## src/rtl/spi_tgt_pkg.sv

```systemverilog
package spi_tgt_pkg;

  localparam int BYTE_W = 8;
  localparam int BC_W   = $clog2(BYTE_W);
  localparam int CFG_W  = 18;

  // control word, bit 17 first down to bit 0
  typedef struct packed {
    logic       toint_en;  // 17
    logic       to_en;     // 16
    logic [7:0] to_win;    // 15:8
    logic       run;       // 7
    logic       dma_rx;    // 6
    logic       dma_tx;    // 5
    logic       rxint_en;  // 4
    logic       rx_en;     // 3
    logic       cpha;      // 2
    logic       cpol;      // 1
    logic       lsb_first; // 0
  } cfg_t;

  localparam logic [CFG_W-1:0] CFG_RST = 18'h00088;

  // position within a byte of the bit exchanged in slot n
  function automatic logic [BC_W-1:0] slot_pos(input logic [BC_W-1:0] n, input logic lsb);
    return lsb ? n : BC_W'(BYTE_W - 1) - n;
  endfunction

  // shift register update with one received bit
  function automatic logic [BYTE_W-1:0] shift_in(input logic [BYTE_W-1:0] sh,
                                                 input logic b, input logic lsb);
    return lsb ? {b, sh[BYTE_W-1:1]} : {sh[BYTE_W-2:0], b};
  endfunction

endpackage

```

## src/rtl/spi_tgt_sync.sv

```systemverilog
module spi_tgt_sync #(
  parameter int               W       = 1,
  parameter logic [W-1:0]     RST_VAL = '0
) (
  input  logic         clk,
  input  logic         rst_n,
  input  logic [W-1:0] d_i,
  output logic [W-1:0] q_o
);
  logic [W-1:0] meta_q;

  always_ff @(posedge clk or negedge rst_n) begin
    if (!rst_n) begin
      meta_q <= RST_VAL;
      q_o    <= RST_VAL;
    end else begin
      meta_q <= d_i;
      q_o    <= meta_q;
    end
  end
endmodule

```

## src/rtl/spi_tgt_shift.sv

```systemverilog
module spi_tgt_shift
  import spi_tgt_pkg::*;
(
  input  logic              clk,
  input  logic              rst_n,
  input  logic              sck_s,
  input  logic              cs_n_s,
  input  logic              mosi_s,
  input  logic              lsb_first,
  input  logic              cpol,
  input  logic              cpha,
  input  logic              run,
  input  logic [BYTE_W-1:0] tx_next,
  output logic              active,
  output logic              samp_evt,
  output logic              byte_evt,
  output logic              load_req,
  output logic [BYTE_W-1:0] rx_byte,
  output logic              miso
);
  logic              sck_d_q, cs_n_d_q;
  logic [BC_W-1:0]   bit_cnt_q;
  logic [BYTE_W-1:0] rx_sh_q, tx_cur_q;
  logic              rise, fall, lead, trail, cs_start;

  always_comb begin
    active   = run && !cs_n_s;
    rise     = sck_s && !sck_d_q;
    fall     = !sck_s && sck_d_q;
    lead     = cpol ? fall : rise;
    trail    = cpol ? rise : fall;
    samp_evt = active && (cpha ? trail : lead);
    byte_evt = samp_evt && (bit_cnt_q == BC_W'(BYTE_W - 1));
    cs_start = run && !cs_n_s && cs_n_d_q;
    load_req = cs_start || byte_evt;
    rx_byte  = shift_in(rx_sh_q, mosi_s, lsb_first);
    miso     = active ? tx_cur_q[slot_pos(bit_cnt_q, lsb_first)] : 1'b1;
  end

  always_ff @(posedge clk or negedge rst_n) begin
    if (!rst_n) begin
      sck_d_q   <= 1'b0;
      cs_n_d_q  <= 1'b1;
      bit_cnt_q <= '0;
      rx_sh_q   <= '0;
      tx_cur_q  <= '1;
    end else begin
      sck_d_q  <= sck_s;
      cs_n_d_q <= cs_n_s;
      if (!active) begin
        bit_cnt_q <= '0;
        rx_sh_q   <= '0;
      end else if (samp_evt) begin
        bit_cnt_q <= bit_cnt_q + 1'b1;
        rx_sh_q   <= rx_byte;
      end
      if (load_req) tx_cur_q <= tx_next;
    end
  end

  AST_FRESH_BYTE: assert property (@(posedge clk) disable iff (!rst_n)
    $fell(cs_n_s) |-> bit_cnt_q == '0);

endmodule

```

## src/rtl/spi_tgt_timer.sv

```systemverilog
module spi_tgt_timer #(
  parameter int BT_W = 16
) (
  input  logic       clk,
  input  logic       rst_n,
  input  logic       active,
  input  logic       samp_evt,
  input  logic       to_en,
  input  logic [7:0] win,
  output logic       to_hit
);
  localparam int CW = BT_W + 8;

  typedef enum logic [1:0] {EDGE_NONE, EDGE_ONE, EDGE_KNOWN} phase_e;

  phase_e          phase_q;
  logic [CW-1:0]   idle_q, gap, limit;
  logic [BT_W-1:0] bt_q, bt_next;

  function automatic logic [CW-1:0] stall_limit(input logic [7:0] w, input logic [BT_W-1:0] bt);
    return CW'(w) * CW'(bt);
  endfunction

  always_comb begin
    gap     = idle_q + 1'b1;
    bt_next = (|gap[CW-1:BT_W]) ? '1 : gap[BT_W-1:0];
    limit   = stall_limit(win, bt_q);
    to_hit  = active && to_en && (phase_q == EDGE_KNOWN) && (win != '0)
              && !samp_evt && (gap == limit);
  end

  always_ff @(posedge clk or negedge rst_n) begin
    if (!rst_n) begin
      phase_q <= EDGE_NONE;
      idle_q  <= '0;
      bt_q    <= '0;
    end else if (!active) begin
      phase_q <= EDGE_NONE;
      idle_q  <= '0;
      bt_q    <= '0;
    end else if (samp_evt) begin
      idle_q <= '0;
      if (phase_q == EDGE_ONE) bt_q <= bt_next;
      phase_q <= (phase_q == EDGE_NONE) ? EDGE_ONE : EDGE_KNOWN;
    end else if (idle_q != '1) begin
      idle_q <= gap;
    end
  end

  AST_GAP_RESTART: assert property (@(posedge clk) disable iff (!rst_n)
    samp_evt |=> idle_q == '0);

  AST_BT_NONZERO: assert property (@(posedge clk) disable iff (!rst_n)
    to_hit |-> bt_q != '0);

endmodule

```

## src/rtl/spi_tgt_top.sv

```systemverilog
module spi_tgt_top
  import spi_tgt_pkg::*;
#(
  parameter int BT_W = 16
) (
  input  logic              clk,
  input  logic              rst_n,
  input  logic              sck_i,
  input  logic              cs_n_i,
  input  logic              mosi_i,
  output logic              miso_o,
  input  logic              cfg_we,
  input  logic [CFG_W-1:0]  cfg_wdata,
  output logic [CFG_W-1:0]  cfg_o,
  input  logic              clr_we,
  input  logic [4:0]        clr_bits,
  input  logic              tx_we,
  input  logic [BYTE_W-1:0] tx_wdata,
  input  logic              rx_rd,
  output logic [BYTE_W-1:0] rx_data_o,
  output logic              rx_valid_o,
  output logic              rx_ovr_o,
  output logic              rx_irq_o,
  output logic              timeout_o,
  output logic              to_irq_o,
  output logic              tx_dma_req_o,
  output logic              rx_dma_req_o
);
  cfg_t              cfg_q;
  logic [2:0]        sync_q;
  logic              sck_s, cs_n_s, mosi_s;
  logic              active, samp_evt, byte_evt, load_req, to_hit;
  logic [BYTE_W-1:0] rx_byte, tx_next, tx_q, rx_q;
  logic              tx_full_q, rx_valid_q, ovr_q, rx_irq_q, to_flag_q;
  logic              byte_ok, byte_lost;
  logic              clr_ovr, clr_tx, clr_rx, clr_rxirq, clr_to;

  spi_tgt_sync #(.W(3), .RST_VAL(3'b010)) u_sync (
    .clk(clk), .rst_n(rst_n), .d_i({mosi_i, cs_n_i, sck_i}), .q_o(sync_q));
  assign {mosi_s, cs_n_s, sck_s} = sync_q;

  spi_tgt_shift u_shift (
    .clk(clk), .rst_n(rst_n), .sck_s(sck_s), .cs_n_s(cs_n_s), .mosi_s(mosi_s),
    .lsb_first(cfg_q.lsb_first), .cpol(cfg_q.cpol), .cpha(cfg_q.cpha), .run(cfg_q.run),
    .tx_next(tx_next), .active(active), .samp_evt(samp_evt), .byte_evt(byte_evt),
    .load_req(load_req), .rx_byte(rx_byte), .miso(miso_o));

  spi_tgt_timer #(.BT_W(BT_W)) u_timer (
    .clk(clk), .rst_n(rst_n), .active(active), .samp_evt(samp_evt),
    .to_en(cfg_q.to_en), .win(cfg_q.to_win), .to_hit(to_hit));

  always_comb begin
    {clr_to, clr_rxirq, clr_rx, clr_tx, clr_ovr} = clr_we ? clr_bits : 5'b0;
    tx_next   = tx_full_q ? tx_q : '1;
    byte_lost = byte_evt && cfg_q.rx_en && rx_valid_q && !rx_rd;
    byte_ok   = byte_evt && cfg_q.rx_en && !byte_lost;
  end

  always_ff @(posedge clk or negedge rst_n) begin
    if (!rst_n) begin
      cfg_q      <= cfg_t'(CFG_RST);
      tx_q       <= '0;
      tx_full_q  <= 1'b0;
      rx_q       <= '0;
      rx_valid_q <= 1'b0;
      ovr_q      <= 1'b0;
      rx_irq_q   <= 1'b0;
      to_flag_q  <= 1'b0;
    end else begin
      if (cfg_we) begin
        cfg_q <= cfg_t'(cfg_wdata);
        if (cfg_q.run) cfg_q[2:0] <= cfg_q[2:0];
      end
      // transmit holding byte
      if (load_req || clr_tx) tx_full_q <= 1'b0;
      if (tx_we) begin
        tx_q      <= tx_wdata;
        tx_full_q <= 1'b1;
      end
      // receive holding byte
      if (rx_rd || clr_rx) rx_valid_q <= 1'b0;
      if (byte_ok) begin
        rx_q       <= rx_byte;
        rx_valid_q <= 1'b1;
      end
      if (clr_ovr) ovr_q <= 1'b0;
      if (byte_lost) ovr_q <= 1'b1;
      if (clr_rxirq) rx_irq_q <= 1'b0;
      if (byte_ok && cfg_q.rxint_en) rx_irq_q <= 1'b1;
      if (clr_to) to_flag_q <= 1'b0;
      if (to_hit) to_flag_q <= 1'b1;
    end
  end

  assign cfg_o        = cfg_q;
  assign rx_data_o    = rx_q;
  assign rx_valid_o   = rx_valid_q;
  assign rx_ovr_o     = ovr_q;
  assign rx_irq_o     = rx_irq_q;
  assign timeout_o    = to_flag_q;
  assign to_irq_o     = to_flag_q && cfg_q.toint_en;
  assign tx_dma_req_o = cfg_q.dma_tx && cfg_q.run && !tx_full_q;
  assign rx_dma_req_o = cfg_q.dma_rx && rx_valid_q;

  AST_FRAME_LOCK: assert property (@(posedge clk) disable iff (!rst_n)
    cfg_q.run |=> $stable(cfg_q[2:0]));

  AST_OVR_KEEPS: assert property (@(posedge clk) disable iff (!rst_n)
    byte_lost |=> (ovr_q && $stable(rx_q)));

  AST_RXIRQ_SRC: assert property (@(posedge clk) disable iff (!rst_n)
    $rose(rx_irq_q) |-> $past(byte_ok && cfg_q.rxint_en));

  AST_TO_GATED: assert property (@(posedge clk) disable iff (!rst_n)
    $rose(to_flag_q) |-> $past(cfg_q.to_en && active));

endmodule

```

## config.mk

```make
export PLATFORM = sky130hd
export DESIGN_NAME = spi_tgt_top
export DESIGN_NICKNAME = d
export VERILOG_FILES = /design/src/rtl/spi_tgt_pkg.sv /design/src/rtl/spi_tgt_sync.sv /design/src/rtl/spi_tgt_shift.sv /design/src/rtl/spi_tgt_timer.sv /design/src/rtl/spi_tgt_top.sv
export SDC_FILE = /design/constraint.sdc
export NUM_CORES = 1
export LEC_CHECK = 0
export BUFFER_PORTS_ARGS = -buffer_cell sky130_fd_sc_hd__buf_4
export CORE_MARGIN = 2
export CORE_UTILIZATION = 56
export DETAILED_ROUTE_END_ITERATION = 10
export GPL_ROUTABILITY_DRIVEN = 0
export GPL_TIMING_DRIVEN = 0
export PLACE_DENSITY = 0.86
export SLEW_MARGIN = 40
export SYNTH_ARGS = -nofsm -noshare
export SYNTH_HDL_FRONTEND = slang
export SYNTH_HIERARCHICAL = 1
export SYNTH_SLANG_ARGS = --single-unit
export TNS_END_PERCENT = 20
```

## constraint.sdc

```tcl
create_clock -name clk -period 5.7 [get_ports clk]
set_input_delay 0.855 -clock clk [delete_from_list [all_inputs] [get_ports clk]]
set_output_delay 0.855 -clock clk [all_outputs]
set_load 0.01 [all_outputs]
```

==> results.py, run 1 <==
metrics = {
    "outcome": {
        "status": "complete, no violations",
    },
    "clock_network": {
        "cts_sinks": 108,
        "cts_tree": "built",
        "htreeDepth": 3,
        "clk-insertion-delay-late_ns": 0.35,
        "ctsLongestPathBuffers": 2,
        "hold_buffers": 0,
        "numCtsBuffers": 9,
        "clk_pin_slew_ns": 0.08,
        "cts_root_buf": "clkbuf_16",
    },
    "global_route": {
        "grt.total_usage_pct": 25.42,
        "grt_pass1_vias": 7259,
        "grt_pass1_wl_um": 36340,
        "antenna_found_initial": 0,
        "grt_max_degree": 109,
        "overflow": 0,
    },
    "power": {
        "power.density_nw_per_um2": 167.8,
        "ir_drop_uv": 260.1,
        "leakage_uw": 0.004940,
    },
    "yosys": {
        "syn_nets": 1108,
        "synthFlopType": "dfrtp_1",
        "synth_cells": 937,
        "ys_ff_latch": 108,
        "yosysUniqueCellTypes": 83,
        "yosys_warnings": 6,
        "ys_seq_area_share_pct": 28.64,
        "synth-edff-count": 0,
        "synth.avg_cell_area_um2": 10.13,
        "synthArstFlopShare_pct": 100.0,
        "synthesis.area_um2": 9493,
    },
    "detailed_routing": {
        "via_per_inst": 5.722,
        "wirelength_um": 21910,
        "ant_nets": 0,
        "drt_pre_antenna_iters": 7,
        "drt_iter0_drc": 435,
        "wl_per_cell_um": 17.72,
        "routed-via-count": 7073,
        "drc": 0,
    },
    "final_layout": {
        "diodes": 0,
        "final_cell_count_no_fill": 1236,
        "areaGrowthSynthToFinish_pct": 12.93,
        "drive_gt1_share_pct": 19.49,
        "nets": 1182,
    },
    "place": {
        "dp_hpwl_um": 16480,
        "port_buffers": 71,
        "dp_cells": 1228,
        "pre_cts_slack_ns": -0.8135,
    },
    "worst_setup_path": {
        "crit_required_ns": 6.00,
        "setup.worst_path.end_class": "flop",
        "cp_max_fo": 10,
        "timing.rr.start": "cfg_o[13]",
        "r2r_cells": 16,
        "reg2reg_slack_ns": 0.25,
        "startpoint_type": "flop",
        "path_class": "flop to flop",
        "cp_data_arrival_time_ns": 5.75,
        "rr_endpoint": "timeout_o",
    },
    "sta": {
        "fin_crit_sh_pct": 95.65,
        "rsz0062_at_grt": "no",
        "timing.fmax_mhz": 183.4,
        "setup_viol": 0,
        "setup_ws_ns": 0.2477,
        "fin_crit_ns": 5.452,
        "hold_viol_final": 0,
        "slew_violations": 0,
        "tightest_slew_ns": 0.5936,
        "relSlewSlack_pct": 60.43,
        "clock_skew_ns": 0.006423,
    },
    "floorplanning": {
        "core_area_um2": 16580,
        "die_y_um": 134.2,
        "rows": 47,
        "dieWidth_um": 134.2,
        "io_pins": 74,
        "initial_utilization_pct": 57.24,
        "dieArea_um2": 18010,
    },
    "job": {
        "cap_violations": 0,
    },
    "min_path": {
        "min_path_type": "input port to asynchronous set/reset pin",
    },
}
-- cell families after synthesis --
kind of cell    synth area share [%]
simple gates                   16.79
xor+xnor                       6.907
buf+inv                        6.498
mux                            7.842
fa+ha+maj                      23.91
flops                          28.64
compound gates                 9.411
-- flip-flops by register name, summed over array words and instances (netlist names), 8 cells and up --
register,cells
u_shift/tx_cur_q,8
u_timer/bt_q,16
u_timer/idle_q,24
tx_q,8
u_shift/rx_sh_q,8
cfg_o,18
rx_data_o,8
-- Yosys cell counts, types with 7 or more instances --
master	n	share of area, %
mux2_4	21	3.3
and2_1	52	3.4
inv_1	99	3.9
mux2_2	8	0.95
nand3_1	11	0.58
dfstp_2	13	3.6
nor3_1	9	0.47
nand2_1	122	4.8
clkbuf_1	32	1.3
mux2i_1	17	1.8
nand2b_1	21	1.4
xnor2_1	31	2.9
fa_1	84	18
a21oi_1	50	2.6
mux2_1	13	1.5
dfrtp_1	95	25
o21ai_0	8	0.42
xor2_1	20	1.8
a21o_1	24	1.9
nor4_1	8	0.53
nand4_1	7	0.46
o22ai_1	12	0.79
nor2_1	31	1.2
ha_1	47	6.2
-- metrics by stage --
step / hold WS, ns / power [uW] / TNS [ns] / utilization, % / cell area (um2)
after floorplan: 0.3312 / 1020 / 0 / - / 9493
after global placement: 0.3338 / 1130 / -0.6879 / 62.12 / 10300
after detailed placement: 0.3364 / 1139 / -0.8135 / 62.16 / 10310
after CTS: 0.3538 / 1807 / 0 / 64.66 / 10720
after global routing: 0.3561 / 1868 / 0 / 64.64 / 10720
final: 0.3496 / 1799 / 0 / 64.64 / 10720
-- per-layer routing --
layer	GRT usage (%)	share of wire, %
met1	33.03	42
met2	42.29	50
met3	4.157	4.7
met4	10.99	3.8
met5	0	0
-- worst max path at each step --
stage	startpoint	to	slack (ns)	cells after the start
2_1_floorplan	cfg_o[15]	timeout_o	0.33	18
3_3_place_gp	cfg_o[15]	timeout_o	-0.69	18
3_5_place_dp	cfg_o[15]	timeout_o	-0.81	18
4_1_cts	u_timer/bt_q[11]	timeout_o	0.04	18
5_1_grt	cfg_o[10]	timeout_o	0.05	17
6_report	cfg_o[13]	timeout_o	0.25	16
-- critical path, cell delays in order, from the launching register on --
cell      delay (ns)
dfrtp_2         0.42
clkbuf_2        0.26
nand2_1         0.11
fa_1            0.56
fa_1            0.43
fa_1            0.48
fa_1            0.50
inv_1           0.05
ha_1            0.35
a21o_1          0.25
a221oi_2        0.42
o21ai_0         0.22
xnor2_1         0.17
nor4_1          0.41
nand4_1         0.21
nor4_4          0.42
a21o_1          0.12
-- power by group --
part	internal [uW]	switching, uW
Combinational	131	145
Sequential	819	46.2
Clock	354	304
Total	1300	495
-- layout by cell type (no fill, tap or decap), drive strengths merged, types with 8 or more instances in the layout --
master | Yosys | layout
a21o | 24 | 24
a21oi | 51 | 51
and2 | 54 | 54
and3 | 10 | 10
buf | 12 | 90
clkbuf | 33 | 27
dfrtp | 95 | 95
dfstp | 13 | 13
fa | 84 | 84
ha | 47 | 47
inv | 99 | 101
mux2 | 42 | 42
mux2i | 18 | 18
nand2 | 123 | 123
nand2b | 21 | 21
nand3 | 12 | 12
nand4 | 9 | 9
nor2 | 32 | 32
nor3 | 10 | 10
nor4 | 11 | 11
o21ai | 8 | 8
o22ai | 12 | 12
xnor2 | 33 | 33
xor2 | 20 | 20
-- layout make-up --
cell class | count | area [um2]
Multi-Input combinational cell | 684 | 6202
Buffer | 30 | 200.2
Clock buffer | 9 | 225.2
Fill cell | 1250 | 5863
Clock inverter | 7 | 97.59
Timing Repair Buffer | 79 | 620.6
Sequential cell | 108 | 2728
Inverter | 99 | 371.6
Tap cell | 220 | 275.3
-- timing repair --
item                       4_1_cts  5_1_grt
pin swaps                        0        1
setup endpoints to repair        1        1
gates resized for setup         19        5
setup buffers                    5        2
No activity file was read; power rests on OpenSTA's default activity.
==> run 2, diff against run 1 <==
--- a/config.mk
+++ b/config.mk
@@ -6,8 +6,10 @@
 export NUM_CORES = 1
 export LEC_CHECK = 0
 export BUFFER_PORTS_ARGS = -buffer_cell sky130_fd_sc_hd__buf_4
+export CELL_PAD_IN_SITES_DETAIL_PLACEMENT = 1
+export CELL_PAD_IN_SITES_GLOBAL_PLACEMENT = 1
 export CORE_MARGIN = 2
-export CORE_UTILIZATION = 56
+export CORE_UTILIZATION = 44
 export DETAILED_ROUTE_END_ITERATION = 10
 export GPL_ROUTABILITY_DRIVEN = 0
 export GPL_TIMING_DRIVEN = 0
==> run 2 against run 1 <==
Net effect: fmax fell by 3.2%; total power rose by 0.81%; register-to-register slack got worse by 0.18 ns; sequential cell count stayed put; cell count up 4.5%; first-iteration DRC count shrank 37%; non-clock buffer count up 1; global-route usage is 0.37 points lower; worst hold slack gained 0.0090 ns; routed wire length rose by 26%; highest routed layer unchanged.
==> results.py, run 2 (synthesized netlist as in run 1, its figures left out) <==
metrics = {
    "outcome": {
        "status": "complete, no violations",
    },
    "global_route": {
        "grt_pass1_wl_um": 43750,
        "overflow": 0,
        "grt.total_usage_pct": 25.06,
        "grt_pass1_vias": 8165,
        "antenna_found_initial": 0,
        "grt_max_degree": 109,
    },
    "worst_setup_path": {
        "path_buf_inv": 2,
        "setup.worst_path.end_class": "flop",
        "cp_top_family": "adder cells",
        "startpoint_type": "flop",
        "crit_required_ns": 6.00,
        "cp_max_fo": 10,
        "crit_chain": "clkbuf_4 > nand2_1 > fa_1 > fa_1 > fa_1 > fa_1 > inv_1 > ha_1 > a21o_2 > a221oi_4 > o21ai_0 > xnor2_1 > nor4_2 > nand4_1 > nor4_4 > a21o_1",
        "slowest_stage": "fa_1",
        "reg2reg_slack_ns": 0.06,
        "cp_common_cell": "fa_1",
        "cp_data_arrival_time_ns": 5.93,
        "path_class": "flop to flop",
        "critPathMaxStageDelay_ns": 0.62,
    },
    "sta": {
        "timing.fmax_mhz": 177.4,
        "slew_violations": 0,
        "fin_tns_setup_ns": 0,
        "relSlewSlack_pct": 54.66,
        "hold_viol_final": 0,
        "fin_crit_ns": 5.635,
        "clock_skew_ns": 0.009782,
        "setup_viol": 0,
        "fin_crit_sh_pct": 98.87,
        "holdWs_ns": 0.3586,
        "tightest_slew_ns": 0.6800,
    },
    "clock_network": {
        "clk_pin_slew_ns": 0.08,
        "clk-insertion-delay-late_ns": 0.36,
        "htreeDepth": 3,
        "cts_tree": "built",
        "numCtsBuffers": 9,
        "cts_sinks": 108,
        "hold_buffers": 0,
        "ctsLongestPathBuffers": 2,
        "cts_root_buf": "clkbuf_16",
    },
    "floorplanning": {
        "dieWidth_um": 150.9,
        "initial_utilization_pct": 45.02,
        "dieArea_um2": 22770,
        "rows": 53,
        "die_y_um": 150.9,
        "io_pins": 74,
        "core_area_um2": 21090,
    },
    "final_layout": {
        "max_flop_register": "u_timer/idle_q",
        "drive_gt1_share_pct": 20.45,
        "diodes": 0,
        "largest_reg_flops": 24,
        "final_cell_mix": "nand2_1 (122), inv_1 (99), dfrtp_1 (85)",
        "final_cell_count_no_fill": 1292,
        "nets": 1183,
        "areaGrowthSynthToFinish_pct": 14.06,
        "layout_commonest_cell": "nand2_1",
    },
    "job": {
        "cap_violations": 0,
    },
    "power": {
        "power.density_nw_per_um2": 167.5,
        "leakage_uw": 0.004921,
        "ir_drop_uv": 218.0,
    },
    "detailed_routing": {
        "drt_iter0_drc": 273,
        "drc": 0,
        "wirelength_um": 27650,
        "wl_per_cell_um": 21.40,
        "via_per_inst": 5.611,
        "routed-via-count": 7250,
        "drt_pre_antenna_iters": 5,
        "ant_nets": 0,
    },
    "place": {
        "dp_cells": 1283,
        "port_buffers": 71,
        "dp_hpwl_um": 20710,
    },
    "min_path": {
        "min_path_type": "input port to asynchronous set/reset pin",
    },
}
==> run 2: cell count changes in the layout (fill, tap and decap cells not counted), sizes merged <==
cell / before / now
clkinvlp: 1 / 0
buf: 90 / 92
clkbuf: 27 / 26
bufinv: 1 / 0
clkinv: 3 / 2
inv: 101 / 104
==> run 2: per-stage QoR <==
step	util, %	power [uW]	worst slack [ns]	cell area (um2)
after CTS	51.04	1830	0.01573	10760
after global routing	51.35	1889	-0.05709	10830
after global placement	49.18	1137	-0.8489	10370
after detailed placement	49.21	1157	-1.062	10380
final	51.35	1813	0.06458	10830
after floorplan	-	1020	0.3337	9493
==> run 2: per-layer routing <==
metal	GRT usage [%]	up-vias	share of wire, %	wire length (um)
met5	0	-	0	0
met1	28.22	3780	38	10620
li1	-	3241	-	-
met3	5.241	65	4.1	1130
met2	46.23	164	54	14860
met4	9.813	0	3.8	1041
==> run 2: final timing paths <==
kind,start,to,cells after the start
worst max-delay path,cfg_o[11],timeout_o,16
worst min-delay path,rst_n,cfg_o[9],1
worst max register to register,cfg_o[11],timeout_o,16
worst min register to register,u_sync/meta_q[2],u_sync/q_o[2],0
max in group asynchronous,rst_n,u_shift/tx_cur_q[1],2
min in group clk,u_sync/meta_q[2],u_sync/q_o[2],0
==> run 2: what timing repair did <==
item,in CTS,in global routing
endpoints found under the setup margin,1,1
setup buffers,7,2
gates resized for setup,24,15
pin swaps,0,4
gates cloned,0,0
==> run 2: layout make-up <==
cell class / instances / area [um2]
Inverter: 99 / 371.6
Sequential cell: 108 / 2731
Fill cell: 2341 / 10260
Clock buffer: 9 / 225.2
Timing Repair Buffer: 81 / 635.6
Buffer: 29 / 200.2
Multi-Input combinational cell: 684 / 6233
Clock inverter: 7 / 86.33
Tap cell: 275 / 344.1
==> run 2: where the power goes <==
group          switching, uW  total [uW]  internal (uW)
Sequential              51.5         871            819
Combinational            156         289            133
Clock                    334         654            320
==> run 3, diff against run 2 <==
--- a/config.mk
+++ b/config.mk
@@ -6,8 +6,9 @@
 export NUM_CORES = 1
 export LEC_CHECK = 0
 export BUFFER_PORTS_ARGS = -buffer_cell sky130_fd_sc_hd__buf_4
-export CELL_PAD_IN_SITES_DETAIL_PLACEMENT = 1
+export CELL_PAD_IN_SITES_DETAIL_PLACEMENT = 0
 export CELL_PAD_IN_SITES_GLOBAL_PLACEMENT = 1
+export CORE_ASPECT_RATIO = 0.8
 export CORE_MARGIN = 2
 export CORE_UTILIZATION = 44
 export DETAILED_ROUTE_END_ITERATION = 10
==> run 3 against run 2 <==
Net effect: non-clock buffer count stayed put; first-iteration DRC count is 74% higher; register-to-register slack better by 0.18 ns; highest routed layer unchanged; routed wire length is 17% lower.
==> results.py, run 3 (synthesized netlist as in run 1, its figures left out) <==
metrics = {
    "outcome": {
        "status": "complete, no violations",
    },
    "sta": {
        "clock_skew_ns": 0.01003,
        "holdWs_ns": 0.3513,
        "fin_crit_sh_pct": 95.72,
        "hold_viol_final": 0,
        "slew_violations": 0,
        "timing.fmax_mhz": 183.3,
        "setup_viol": 0,
        "fin_tns_setup_ns": 0,
        "relSlewSlack_pct": 61.21,
        "fin_crit_ns": 5.456,
        "tightest_slew_ns": 0.5818,
    },
    "worst_setup_path": {
        "cp_top_family": "adder cells",
        "setup.worst_path.end_class": "flop",
        "cp_data_arrival_time_ns": 5.77,
        "path_class": "flop to flop",
        "crit_chain": "nand2_1 > fa_1 > fa_1 > fa_1 > fa_1 > inv_1 > ha_1 > nand2_1 > or3_1 > o211a_1 > o31ai_2 > xor2_1 > o2111a_1 > nand4_1 > nor4_4 > a21o_1",
        "timing.rr.start": "u_timer/bt_q[8]",
        "slowest_stage": "dfrtp_1",
        "cp_common_cell": "fa_1",
        "r2r_cells": 16,
        "cp.depth": 16,
        "critPathMaxStageDelay_ns": 0.60,
        "reg2reg_slack_ns": 0.24,
        "cp_max_fo": 9,
        "startpoint_type": "flop",
        "rr_endpoint": "timeout_o",
        "crit_required_ns": 6.01,
        "path_buf_inv": 1,
    },
    "clock_network": {
        "hold_buffers": 0,
        "cts_tree": "built",
        "ctsLongestPathBuffers": 2,
        "cts_root_buf": "clkbuf_16",
        "clk_pin_slew_ns": 0.08,
        "clk-insertion-delay-late_ns": 0.36,
        "htreeDepth": 3,
        "numCtsBuffers": 9,
        "cts_sinks": 108,
    },
    "global_route": {
        "grt_pass1_vias": 7019,
        "grt_max_degree": 109,
        "grt_pass1_wl_um": 38030,
        "overflow": 0,
        "antenna_found_initial": 0,
        "grt.total_usage_pct": 21.19,
    },
    "place": {
        "port_buffers": 71,
        "dp_cells": 1283,
        "dp_hpwl_um": 17180,
        "postPlaceCellArea_um2": 10380,
    },
    "floorplanning": {
        "io_pins": 74,
        "dieWidth_um": 168.2,
        "core_area_um2": 21380,
        "dieArea_um2": 22770,
        "die_y_um": 135.4,
        "rows": 48,
        "initial_utilization_pct": 44.40,
    },
    "final_layout": {
        "drive_gt1_share_pct": 19.96,
        "multi_input_area_um2": 6231,
        "final_cell_mix": "nand2_1 (122), inv_1 (99), dfrtp_1 (85)",
        "layout_commonest_cell": "nand2_1",
        "final_cell_area_um2": 10800,
        "max_flop_register": "u_timer/idle_q",
        "diodes": 0,
        "largest_reg_flops": 24,
        "seqCellArea_um2": 2731,
        "fillers": 1953,
        "nets": 1183,
        "final_cell_count_no_fill": 1292,
        "areaGrowthSynthToFinish_pct": 13.79,
        "utilization_pct": 50.52,
    },
    "detailed_routing": {
        "ant_nets": 0,
        "wl_per_cell_um": 17.78,
        "routed-via-count": 6846,
        "drc": 0,
        "via_per_inst": 5.299,
        "wirelength_um": 22970,
        "drt_iter0_drc": 474,
        "drt_pre_antenna_iters": 5,
    },
    "power": {
        "power.density_nw_per_um2": 164.2,
        "ir_drop_uv": 158.4,
        "leakage_uw": 0.004928,
    },
    "min_path": {
        "min_from": "u_sync/meta_q[0]",
        "hold_end": "u_sync/q_o[0]",
        "hold_depth": 0,
        "min_path_type": "flop to flop",
    },
    "job": {
        "cap_violations": 0,
    },
}
-- run 3: cell count changes in the layout (fill, tap and decap cells not counted), moves of 2 or more --
| cell | delta |
|---|---|
| inv_8 | -2 |
| ha_1 | +3 |
| clkbuf_4 | +2 |
| o21ai_1 | -2 |
| ha_2 | -3 |
| inv_6 | +2 |
| o21ai_0 | +2 |
| buf_4 | -3 |
-- run 3: routing by layer --
metal	global-route usage [%]	vias to the layer above	part of all wire (%)
li1	-	3254	-
met2	31.98	146	44
met3	3.885	23	4.6
met4	4.406	0	1.3
met1	31.97	3423	50
met5	0	-	0
-- run 3: timing repair --
| action | 4_1_cts | 5_1_grt |
|---|---|---|
| endpoints found under the hold margin | 0 | 0 |
| setup endpoints to repair | 1 | 1 |
| pin swaps | 0 | 2 |
| cloned | 0 | 0 |
| gates resized for setup | 20 | 10 |
| buffers inserted | 8 | 0 |
-- run 3: power by group --
group          total, uW  internal (uW)  switching (uW)
combinational        281            133             148
sequential           866            819            47.0
clock                626            308             318
total               1770           1260             513
-- run 3: cell type report --
type	count	area share [%]
clock buffer	9	2.085
sequential	108	25.29
buffer	30	1.900
tap	275	3.185
multi-input combinational	684	57.69
clock inverter	7	0.6023
timing repair buffer	80	5.815
inverter	99	3.440
-- run 3: per-stage QoR --
stage	total power [uW]	setup slack [ns]
2_1_floorplan	1020	0.3337
3_3_place_gp	1138	-0.8026
3_5_place_dp	1143	-0.7979
4_1_cts	1790	0.009071
5_1_grt	1852	-0.01002
6_report	1773	0.2437
-- run 3: worst max path at each step --
stage,from,to,slack [ns]
global placement,cfg_o[15],timeout_o,-0.80
finish,u_timer/bt_q[8],timeout_o,0.24
floorplan,cfg_o[15],timeout_o,0.33
CTS,u_timer/bt_q[3],timeout_o,0.009
detailed placement,cfg_o[15],timeout_o,-0.80
global route,u_timer/bt_q[12],timeout_o,-0.01
